$ cat src/rtl/nvseq_pkg.sv
package nvseq_pkg;
  typedef enum logic [2:0] {
    ST_IDLE   = 3'd0,
    ST_RECALL = 3'd1,
    ST_GRACE  = 3'd2,
    ST_AUTO   = 3'd3,
    ST_STORE  = 3'd4,
    ST_LOCK   = 3'd5
  } nv_state_e;
endpackage

$ cat src/rtl/nvseq_sync.sv
module nvseq_sync #(
  parameter int          W       = 3,
  parameter logic [W-1:0] RST_VAL = '1
) (
  input  logic         clk,
  input  logic         rst_n,
  input  logic [W-1:0] d_i,
  output logic [W-1:0] q_o
);
  logic [W-1:0] meta_q;
  logic [W-1:0] sync_q;

  always_ff @(posedge clk or negedge rst_n) begin
    if (!rst_n) begin
      meta_q <= RST_VAL;
      sync_q <= RST_VAL;
    end else begin
      meta_q <= d_i;
      sync_q <= meta_q;
    end
  end

  assign q_o = sync_q;
endmodule

$ cat src/rtl/nvseq_timer.sv
module nvseq_timer #(
  parameter int CW = 8
) (
  input  logic          clk,
  input  logic          rst_n,
  input  logic          load_i,
  input  logic [CW-1:0] load_val_i,
  output logic [CW-1:0] cnt_o,
  output logic          zero_o
);
  logic [CW-1:0] cnt_q;
  logic [CW-1:0] cnt_d;
  logic          cnt_en;

  always_comb begin
    cnt_en = load_i || (cnt_q != '0);
    cnt_d  = load_i ? load_val_i : (cnt_q - 1'b1);
  end

  always_ff @(posedge clk or negedge rst_n) begin
    if (!rst_n)      cnt_q <= '0;
    else if (cnt_en) cnt_q <= cnt_d;
  end

  assign cnt_o  = cnt_q;
  assign zero_o = (cnt_q == '0);
endmodule

$ cat src/rtl/nvseq_flags.sv
module nvseq_flags (
  input  logic clk,
  input  logic rst_n,
  input  logic wr_pulse_i,
  input  logic wr_block_i,
  input  logic below_reset_i,
  input  logic store_done_i,
  input  logic recall_done_i,
  output logic dirty_o,
  output logic pend_o
);
  logic dirty_q, dirty_d, dirty_en;
  logic pend_q, pend_d, pend_en;

  always_comb begin
    dirty_en = store_done_i || recall_done_i || (wr_pulse_i && !wr_block_i);
    dirty_d  = !(store_done_i || recall_done_i);
    pend_en  = below_reset_i || recall_done_i;
    pend_d   = below_reset_i;
  end

  always_ff @(posedge clk or negedge rst_n) begin
    if (!rst_n) begin
      dirty_q <= 1'b0;
      pend_q  <= 1'b1;
    end else begin
      if (dirty_en) dirty_q <= dirty_d;
      if (pend_en)  pend_q  <= pend_d;
    end
  end

  assign dirty_o = dirty_q;
  assign pend_o  = pend_q;
endmodule

$ cat src/rtl/nvseq_fsm.sv
module nvseq_fsm
  import nvseq_pkg::*;
#(
  parameter int GRACE_CYC  = 8,
  parameter int PULSE_CYC  = 8,
  parameter int STORE_CYC  = 64,
  parameter int RECALL_CYC = 40,
  parameter int CW         = 7
) (
  input  logic          clk,
  input  logic          rst_n,
  input  logic          below_s_i,
  input  logic          line_s_i,
  input  logic          auto_en_i,
  input  logic          dirty_i,
  input  logic          pend_i,
  input  logic [CW-1:0] t_cnt_i,
  input  logic          t_zero_i,
  output logic          t_load_o,
  output logic [CW-1:0] t_val_o,
  output nv_state_e     state_o,
  output logic          store_start_o,
  output logic          recall_start_o,
  output logic          store_done_o,
  output logic          recall_done_o
);
  localparam logic [CW-1:0] GRACE_LD  = CW'(GRACE_CYC - 1);
  localparam logic [CW-1:0] PULSE_LD  = CW'(PULSE_CYC - 1);
  localparam logic [CW-1:0] STORE_LD  = CW'(STORE_CYC - 1);
  localparam logic [CW-1:0] RECALL_LD = CW'(RECALL_CYC - 1);
  localparam logic [CW-1:0] ABORT_AT  = CW'(PULSE_CYC - 4);

  nv_state_e state_q, state_d;
  logic      below_prev_q;
  logic      below_rise;
  logic      sstart_q, rstart_q;

  assign below_rise = below_s_i && !below_prev_q;

  always_comb begin
    state_d       = state_q;
    t_load_o      = 1'b0;
    t_val_o       = '0;
    store_done_o  = 1'b0;
    recall_done_o = 1'b0;
    unique case (state_q)
      ST_IDLE: begin
        if (pend_i && !below_s_i) begin
          state_d  = ST_RECALL;
          t_load_o = 1'b1;
          t_val_o  = RECALL_LD;
        end else if (auto_en_i && below_rise) begin
          state_d  = ST_AUTO;
          t_load_o = 1'b1;
          t_val_o  = PULSE_LD;
        end else if (!line_s_i && !below_s_i) begin
          state_d  = ST_GRACE;
          t_load_o = 1'b1;
          t_val_o  = GRACE_LD;
        end
      end
      ST_RECALL: begin
        if (t_zero_i) begin
          state_d       = ST_IDLE;
          recall_done_o = 1'b1;
        end
      end
      ST_GRACE: begin
        if (t_zero_i) begin
          if (dirty_i) begin
            state_d  = ST_STORE;
            t_load_o = 1'b1;
            t_val_o  = STORE_LD;
          end else begin
            state_d = ST_LOCK;
          end
        end
      end
      ST_AUTO: begin
        if (line_s_i && (t_cnt_i <= ABORT_AT)) begin
          state_d = ST_IDLE;
        end else if (t_zero_i) begin
          if (dirty_i) begin
            state_d  = ST_STORE;
            t_load_o = 1'b1;
            t_val_o  = STORE_LD;
          end else begin
            state_d = ST_IDLE;
          end
        end
      end
      ST_STORE: begin
        if (t_zero_i) begin
          state_d      = ST_LOCK;
          store_done_o = 1'b1;
        end
      end
      ST_LOCK: begin
        if (line_s_i) state_d = ST_IDLE;
      end
      default: state_d = ST_IDLE;
    endcase
  end

  always_ff @(posedge clk or negedge rst_n) begin
    if (!rst_n) begin
      state_q      <= ST_IDLE;
      below_prev_q <= 1'b1;
      sstart_q     <= 1'b0;
      rstart_q     <= 1'b0;
    end else begin
      state_q      <= state_d;
      below_prev_q <= below_s_i;
      sstart_q     <= (state_d == ST_STORE)  && (state_q != ST_STORE);
      rstart_q     <= (state_d == ST_RECALL) && (state_q != ST_RECALL);
    end
  end

  assign state_o        = state_q;
  assign store_start_o  = sstart_q;
  assign recall_start_o = rstart_q;
endmodule

$ cat src/rtl/nvseq_top.sv
module nvseq_top
  import nvseq_pkg::*;
#(
  parameter int GRACE_CYC  = 8,
  parameter int PULSE_CYC  = 8,
  parameter int STORE_CYC  = 64,
  parameter int RECALL_CYC = 40
) (
  input  logic clk,
  input  logic rst_n,
  input  logic below_switch_i,
  input  logic below_reset_i,
  input  logic req_line_i,
  input  logic wr_pulse_i,
  input  logic auto_en_i,
  output logic line_pull_o,
  output logic wr_block_o,
  output logic sram_off_o,
  output logic store_start_o,
  output logic recall_start_o
);
  localparam int MAX_A   = (GRACE_CYC > PULSE_CYC) ? GRACE_CYC : PULSE_CYC;
  localparam int MAX_B   = (STORE_CYC > RECALL_CYC) ? STORE_CYC : RECALL_CYC;
  localparam int MAX_CYC = (MAX_A > MAX_B) ? MAX_A : MAX_B;
  localparam int CW      = $clog2(MAX_CYC + 1);

  logic [2:0]    sync_q;
  logic          below_s, reset_s, line_s;
  logic          dirty_q, pend_q;
  logic          t_load, t_zero;
  logic [CW-1:0] t_val, t_cnt;
  logic          store_done, recall_done;
  nv_state_e     state;

  nvseq_sync #(.W(3), .RST_VAL(3'b111)) u_sync (
    .clk   (clk),
    .rst_n (rst_n),
    .d_i   ({req_line_i, below_reset_i, below_switch_i}),
    .q_o   (sync_q)
  );
  assign below_s = sync_q[0];
  assign reset_s = sync_q[1];
  assign line_s  = sync_q[2];

  nvseq_timer #(.CW(CW)) u_timer (
    .clk        (clk),
    .rst_n      (rst_n),
    .load_i     (t_load),
    .load_val_i (t_val),
    .cnt_o      (t_cnt),
    .zero_o     (t_zero)
  );

  nvseq_flags u_flags (
    .clk           (clk),
    .rst_n         (rst_n),
    .wr_pulse_i    (wr_pulse_i),
    .wr_block_i    (wr_block_o),
    .below_reset_i (reset_s),
    .store_done_i  (store_done),
    .recall_done_i (recall_done),
    .dirty_o       (dirty_q),
    .pend_o        (pend_q)
  );

  nvseq_fsm #(
    .GRACE_CYC  (GRACE_CYC),
    .PULSE_CYC  (PULSE_CYC),
    .STORE_CYC  (STORE_CYC),
    .RECALL_CYC (RECALL_CYC),
    .CW         (CW)
  ) u_fsm (
    .clk            (clk),
    .rst_n          (rst_n),
    .below_s_i      (below_s),
    .line_s_i       (line_s),
    .auto_en_i      (auto_en_i),
    .dirty_i        (dirty_q),
    .pend_i         (pend_q),
    .t_cnt_i        (t_cnt),
    .t_zero_i       (t_zero),
    .t_load_o       (t_load),
    .t_val_o        (t_val),
    .state_o        (state),
    .store_start_o  (store_start_o),
    .recall_start_o (recall_start_o),
    .store_done_o   (store_done),
    .recall_done_o  (recall_done)
  );

  assign line_pull_o = (state == ST_AUTO) || (state == ST_STORE);
  assign sram_off_o  = (state == ST_RECALL) || (state == ST_STORE) || (state == ST_LOCK);
  assign wr_block_o  = below_s || !line_s || (state != ST_IDLE);
endmodule

$ cat config.mk
export PLATFORM = sky130hd
export DESIGN_NAME = nvseq_top
export DESIGN_NICKNAME = d
export VERILOG_FILES = /design/src/rtl/nvseq_pkg.sv /design/src/rtl/nvseq_sync.sv /design/src/rtl/nvseq_timer.sv /design/src/rtl/nvseq_flags.sv /design/src/rtl/nvseq_fsm.sv /design/src/rtl/nvseq_top.sv
export SDC_FILE = /design/constraint.sdc
export NUM_CORES = 1
export LEC_CHECK = 0
export ABC_CLOCK_PERIOD_IN_PS = 2150
export CAP_MARGIN = 20
export CORE_MARGIN = 3
export CORE_UTILIZATION = 54
export DETAILED_ROUTE_END_ITERATION = 8
export PLACE_DENSITY = 0.77
export SETUP_SLACK_MARGIN = 0.3
export SLEW_MARGIN = 10
export SYNTH_ARGS = -nofsm -noshare
export SYNTH_HDL_FRONTEND = slang
export SYNTH_SLANG_ARGS = --single-unit
$ cat constraint.sdc
create_clock -name clk -period 2.15 [get_ports clk]
set_clock_uncertainty 0.15 [all_clocks]
set_input_delay 0.215 -clock clk [delete_from_list [all_inputs] [get_ports clk]]
set_output_delay 0.215 -clock clk [all_outputs]
set_load 0.03 [all_outputs]
# Word level (Yosys, flattened, before mapping)
# Index checks and enable logic that the tools add are counted.
dict set report totals {
  inputBits 7
  regBits 21
  elab_cells 76
}
dict set report op_classes {
  muxes 30
  add_sub_neg 1
  reduce_logical 26
  n_lt_le_gt_ge 1
  n_eq_ne 9
}
# operator count
set ops {}
lappend ops {{3-bit 2-to-1 mux} 11}
lappend ops {{7-bit 2-to-1 mux} 4}
lappend ops {{7-bit one-hot mux with 3 select lines} 1}
lappend ops {{3-bit one-hot mux with 6 select lines} 1}
lappend ops {{6-bit 2-to-1 mux} 2}
lappend ops {{1-bit 2-to-1 mux} 10}
lappend ops {{3-bit == test (second input constant)} 3}
lappend ops {{1-bit logical OR} 9}
lappend ops {{1-bit logical AND} 8}
lappend ops {{7-bit by 3-bit less-or-equal comparator with 1-bit output (second input constant)} 1}
lappend ops {{7-bit logical NOT} 1}
lappend ops {{7-bit nonzero test} 1}
lappend ops {{7-bit by 1-bit subtractor with 7-bit output (second input constant)} 1}
lappend ops {{3-bit by 1-bit == test with 1-bit output (second input constant)} 2}
lappend ops {{3-bit by 2-bit == test with 1-bit output (second input constant)} 2}
lappend ops {{1-bit logical NOT} 5}
lappend ops {{3-bit logical NOT} 1}
lappend ops {{3-bit by 1-bit != test with 1-bit output (second input constant)} 1}
lappend ops {{3-bit != test (second input constant)} 1}
lappend ops {{1-bit one-hot mux with 3 select lines} 1}
lappend ops {{3-bit nonzero test} 1}

# Logic depth before layout (Yosys ltp)
dict set report depth {
  word_depth 8
  depth_mapped 6
  ltp_nobuf 6
}

# Modules after synthesis
# From an unflattened synthesis, not the netlist that was laid out.
dict set report hier_totals {
  hier_cells 114
  area_unflattened_um2 1138.6
}
# mod cells_each n_inst area_per_inst_um2 seq_area_each_um2
set by_module_without_submodules {}
lappend by_module_without_submodules {nvseq_timer 43 1 434.2 175.2}
lappend by_module_without_submodules {nvseq_fsm 51 1 420.4 151.4}
lappend by_module_without_submodules {nvseq_sync 6 1 157.7 157.7}
lappend by_module_without_submodules {nvseq_flags 7 1 87.6 51.3}
lappend by_module_without_submodules {nvseq_top 7 1 38.8 0.0}

# Worst setup path before layout
# OpenSTA, ideal clock, no wires.
dict set report synth_timing {
  path_kind {register to register}
  start {register u_timer.cnt_q[0] (netlist: u_timer.cnt_o[0])}
  end {register u_fsm.sstart_q (netlist: u_fsm.store_start_o)}
  period_less_slack_ns 1.663
  t_required_ns 1.879
  arrival_time_ns 1.392
  path_buffers 0
  stages_incl_launch_ff 7
  setup_slack_ns 0.487
  cell_sequence {dfrtp_1 -> inv_1 -> ha_1 -> nand2b_1 -> and4b_1 -> a211o_1 -> and4b_1}
}
dict set report synth_between {
  elab_chain_cells 6
}
# item line
set synth_rtl {}
lappend synth_rtl {{from (decl)} nvseq_timer.sv:11} ;# logic [CW-1:0] cnt_q;
lappend synth_rtl {{from (signal assigned)} nvseq_timer.sv:22} ;# else if (cnt_en) cnt_q <= cnt_d;
lappend synth_rtl {{7-bit by 3-bit less-or-equal comparator with 1-bit output or 7-bit logical NOT (tied branches)} {nvseq_fsm.sv:80, nvseq_timer.sv:26}}
lappend synth_rtl {{1-bit logical AND or 3-bit 2-to-1 mux (tied branches)} {nvseq_fsm.sv:80, nvseq_fsm.sv:82}}
lappend synth_rtl {{3-bit 2-to-1 mux} nvseq_fsm.sv:80} ;# if (line_s_i && (t_cnt_i <= ABORT_AT)) begin
lappend synth_rtl {{3-bit one-hot mux with 6 select lines (*)} nvseq_fsm.sv:46} ;# unique case (state_q)
lappend synth_rtl {{3-bit == test (*)} nvseq_fsm.sv:114} ;# sstart_q <= (state_d == ST_STORE) && (state_q != ST_STORE);
lappend synth_rtl {{1-bit logical AND (*)} nvseq_fsm.sv:114}
lappend synth_rtl {{to (signal assigned)} nvseq_fsm.sv:114}
lappend synth_rtl {{to (decl)} nvseq_fsm.sv:36} ;# logic sstart_q, rstart_q;
# Every way passes the cells marked *; elsewhere a longest branch is shown, timed or not.
# A chain may end at the register's enable or synchronous reset.

# Worst setup path after layout
# Same ends and word-level chain as after synthesis.

==> results.sh <==
export IMPL_num_rows=15
export IMPL_synth_cells=105
export IMPL_syn_area_mm2=0.001097
export IMPL_die_w_um=51.08
export IMPL_p_sw_uw=582.2
export IMPL_cts_root_buf="clkbuf_4"
export IMPL_slowest_stage="dfrtp_1"
export IMPL_stdcell_count=149
export IMPL_synth_seq_area_share=0.4880
export IMPL_grt_pass1_wl_um=3691
export IMPL_synth_top_area_frac=0.2965
export IMPL_rsz0062_at_grt="false"
export IMPL_reg2reg_setup_slack_ns=0.38
export IMPL_synth_largest_area_cell="dfrtp_1"
export IMPL_p_leak_uw=0.0005827
export IMPL_worstPathBufferInverterCount=2
export IMPL_critPathMaxStageDelay_ns=0.36
export IMPL_cts_made_buffers=3
export IMPL_status="finished clean"
export IMPL_grt_pass1_vias=797
export IMPL_totalWireLength_um=2173
export IMPL_min_period_ns=1.769
export IMPL_num_antenna_cells=0
export IMPL_crit_path_start_kind="register"
export IMPL_synth_edf_count=0
export IMPL_finalSetupViolCount=0
export IMPL_path_clk_slew_ns=0.12
export IMPL_worstReg2RegStart="u_timer.cnt_o[0]$_DFFE_PN0P_"
export IMPL_wl_per_cell_um=14.58
export IMPL_die_area_mm2=0.002609
export IMPL_io_pins=12
export IMPL_yosys_register_bits=21
export IMPL_syn_to_final_growth_pct=22.58
export IMPL_synth_area_per_cell_um2=10.45
export IMPL_synth_ff_type="dfrtp_1"
export IMPL_fin_nets=134
export IMPL_gp_congestion=0.8922
export IMPL_stdcell_area_mm2=0.001345
export IMPL_grt_overflow=0
export IMPL_final_period_utilization=0.8226
export IMPL_ys_warn_count=0
export IMPL_die_h_um=51.08
export IMPL_yosys_top_cells_area="dfrtp_1 (30%), dfstp_2 (19%), nand2b_1 (4.0%), nand2_1 (2.4%), nor2_1 (2.4%)"
export IMPL_vias_per_cell=5.765
export IMPL_postPlaceCellArea_mm2=0.001230
export IMPL_yosys_top_cells_count="dfrtp_1 (13), dfstp_2 (8), nand2_1 (7), nand2b_1 (7), nor2_1 (7)"
export IMPL_clkLatencyLatePin_ns=0.31
export IMPL_drtPass1Iterations=4
export IMPL_vias=859
export IMPL_grt_max_degree=22
export IMPL_hold_viol_final=0
export IMPL_fmax_mhz=565.4
export IMPL_multi_input_area_um2=549.3
export IMPL_cp_max_fo=5
export IMPL_reg2reg_depth=6
export IMPL_r2r_end="u_fsm.store_start_o$_DFF_PN0_"
export IMPL_coreArea_mm2=0.001821
export IMPL_antenna_found_initial=0
export IMPL_place_inst=138
export IMPL_initial_core_util=0.6027
export IMPL_track_usage=0.1956
export IMPL_cts_tree="done"
export IMPL_cts_htree_levels=1
export IMPL_pwr_density_cell_mw_per_mm2=1111
export IMPL_clock_sinks=21
export IMPL_finalSetupTns_ns=0
export IMPL_drv_cap=0
export IMPL_crit_start="u_timer.cnt_o[0]$_DFFE_PN0P_"
export IMPL_required_ns=2.22
export IMPL_worstPathCellList="inv_1 -> ha_2 -> and3b_2 -> buf_4 -> a211o_1 -> and4b_1"
export IMPL_power_internal_uw=912.2
export IMPL_async_flop_share=1.000
export IMPL_regArea_um2=540.5
export IMPL_route_detailed_drc=0
export IMPL_synth_nets=114
export IMPL_slew_limit_headroom=0.7934
export IMPL_critical_path_class="reg -> reg"
export IMPL_cts_hold_buf=0
export IMPL_maxSlewViolCount=0
export IMPL_ir_worst_vdd_mv=0.6499
export IMPL_yosysMostFrequentCell="dfrtp_1"
export IMPL_ant_nets=0
export IMPL_nFillCells=145
export IMPL_critPathArrivalTime_ns=1.83
export IMPL_dpl_hpwl_um=1486
export IMPL_ctsLongestPathBuffers=2
export IMPL_cp_end_kind="register"
export IMPL_ys_types=39
export IMPL_swShare=0.3896
export IMPL_p_seq_frac=0.415
export IMPL_crit_family="simple AND/OR/NAND/NOR gates"
export IMPL_pwr_share_clk=0.131
export IMPL_drive_gt1_frac=0.3065
export IMPL_hp_class="in -> async"
export IMPL_drtIter0Drc=21
export IMPL_io_buffers=11
export IMPL_worstMarginPinSlew_ns=0.3073
export IMPL_power_frac_comb=0.454
metrics by stage:
| step | hold WS [ns] | power [µW] | setup slack (ns) | util |
|---|---|---|---|---|
| after global placement | 0.1957 | 1180 | 0.2911 | 0.6756 |
| after global routing | 0.08188 | 1624 | 0.2786 | 0.7388 |
| final | 0.08329 | 1494 | 0.3814 | 0.7388 |
| after floorplan | -0.2306 | 1034 | 0.4867 | - |
| after detailed placement | 0.1991 | 1197 | 0.2416 | 0.6756 |
| after CTS | 0.08271 | 1397 | 0.1782 | 0.6955 |
layout make-up:
| class | instances | share of cell area |
|---|---|---|
| inverters | 5 | 0.01395 |
| repair buffers | 21 | 0.1302 |
| clock buffers | 3 | 0.01674 |
| multi-input cells | 73 | 0.4084 |
| well taps | 25 | 0.02326 |
| flip-flops and latches | 21 | 0.4019 |
| clock inverters | 1 | 0.005581 |
worst max path at each step:
| stage | end | slack (ns) | cells past startpoint |
|---|---|---|---|
| after floorplan | u_fsm.store_start_o$_DFF_PN0_ | 0.49 | 6 |
| after global placement | line_pull_o | 0.29 | 3 |
| after detailed placement | line_pull_o | 0.24 | 3 |
| after CTS | line_pull_o | 0.18 | 3 |
| after global routing | u_fsm.store_start_o$_DFF_PN0_ | 0.28 | 4 |
| final | u_fsm.store_start_o$_DFF_PN0_ | 0.38 | 6 |
power groups by stage:
stage	combinational (µW)	sequential (µW)	clock, µW
2_1_floorplan	466	567	0
3_3_place_gp	567	613	0
3_5_place_dp	580	617	0
4_1_cts	580	614	204
5_1_grt	759	641	225
6_report	678	620	196
registers in the layout (all words and copies together), names as in the netlist:
signal / flops
u_sync.meta_q: 3
u_flags.dirty_o: 1
u_fsm.store_start_o: 1
u_sync.q_o: 3
u_fsm.state_o: 3
u_timer.cnt_o: 7
u_fsm.below_prev_q: 1
u_flags.pend_o: 1
u_fsm.recall_start_o: 1
routing by layer:
metal  up-vias  routed length, µm  track usage
li1        412                  -            -
met1       421               1002       0.2599
met2        19               1019       0.2940
met3         7                101      0.05248
met4         0                 49      0.09417
met5         -                  0            0
timing repair:
action,CTS,global route
pin swaps,0,3
gates resized for setup,5,14
setup buffers,1,6
setup endpoints to repair,3,13
cells in the final DEF, fill, tap and decap left out, types with 2 or more instances in the layout:
master	Yosys	routed
a21oi_1	2	2
nor3_1	4	3
nor2_1	7	7
mux2i_1	2	2
xor2_1	2	2
and4b_1	2	2
o31ai_1	3	3
nor2b_1	3	3
and3b_1	3	2
dfrtp_2	0	4
dfrtp_1	13	9
nand2_1	7	7
or3_1	2	2
xnor2_1	3	3
nand2b_1	7	7
inv_1	5	5
dfstp_2	8	8
nand3b_1	2	2
clkbuf_2	1	2
clkbuf_4	0	3
clkdlybuf4s50_1	0	8
o21ai_0	5	5
buf_4	1	10
worst reg2reg max path, delay by kind of cell, from the launching register on:
family                   cells  cell delay, ns
flip-flops                   1            0.36
adder cells (fa/ha/maj)      1            0.21
buffers and inverters        2            0.25
AO/OA/AOI/OAI                1            0.25
AND/OR/NAND/NOR              2            0.45
cells by family after synthesis:
group / after synthesis / synth area share
AO/OA/AOI/OAI: 20 / 0.1414
XOR/XNOR: 5 / 0.03992
adder cells (fa/ha/maj): 2 / 0.02280
buffers and inverters: 11 / 0.04560
flip-flops: 21 / 0.4880
multiplexers: 2 / 0.01824
AND/OR/NAND/NOR: 44 / 0.2440
No activity file was read; power rests on OpenSTA's default activity.
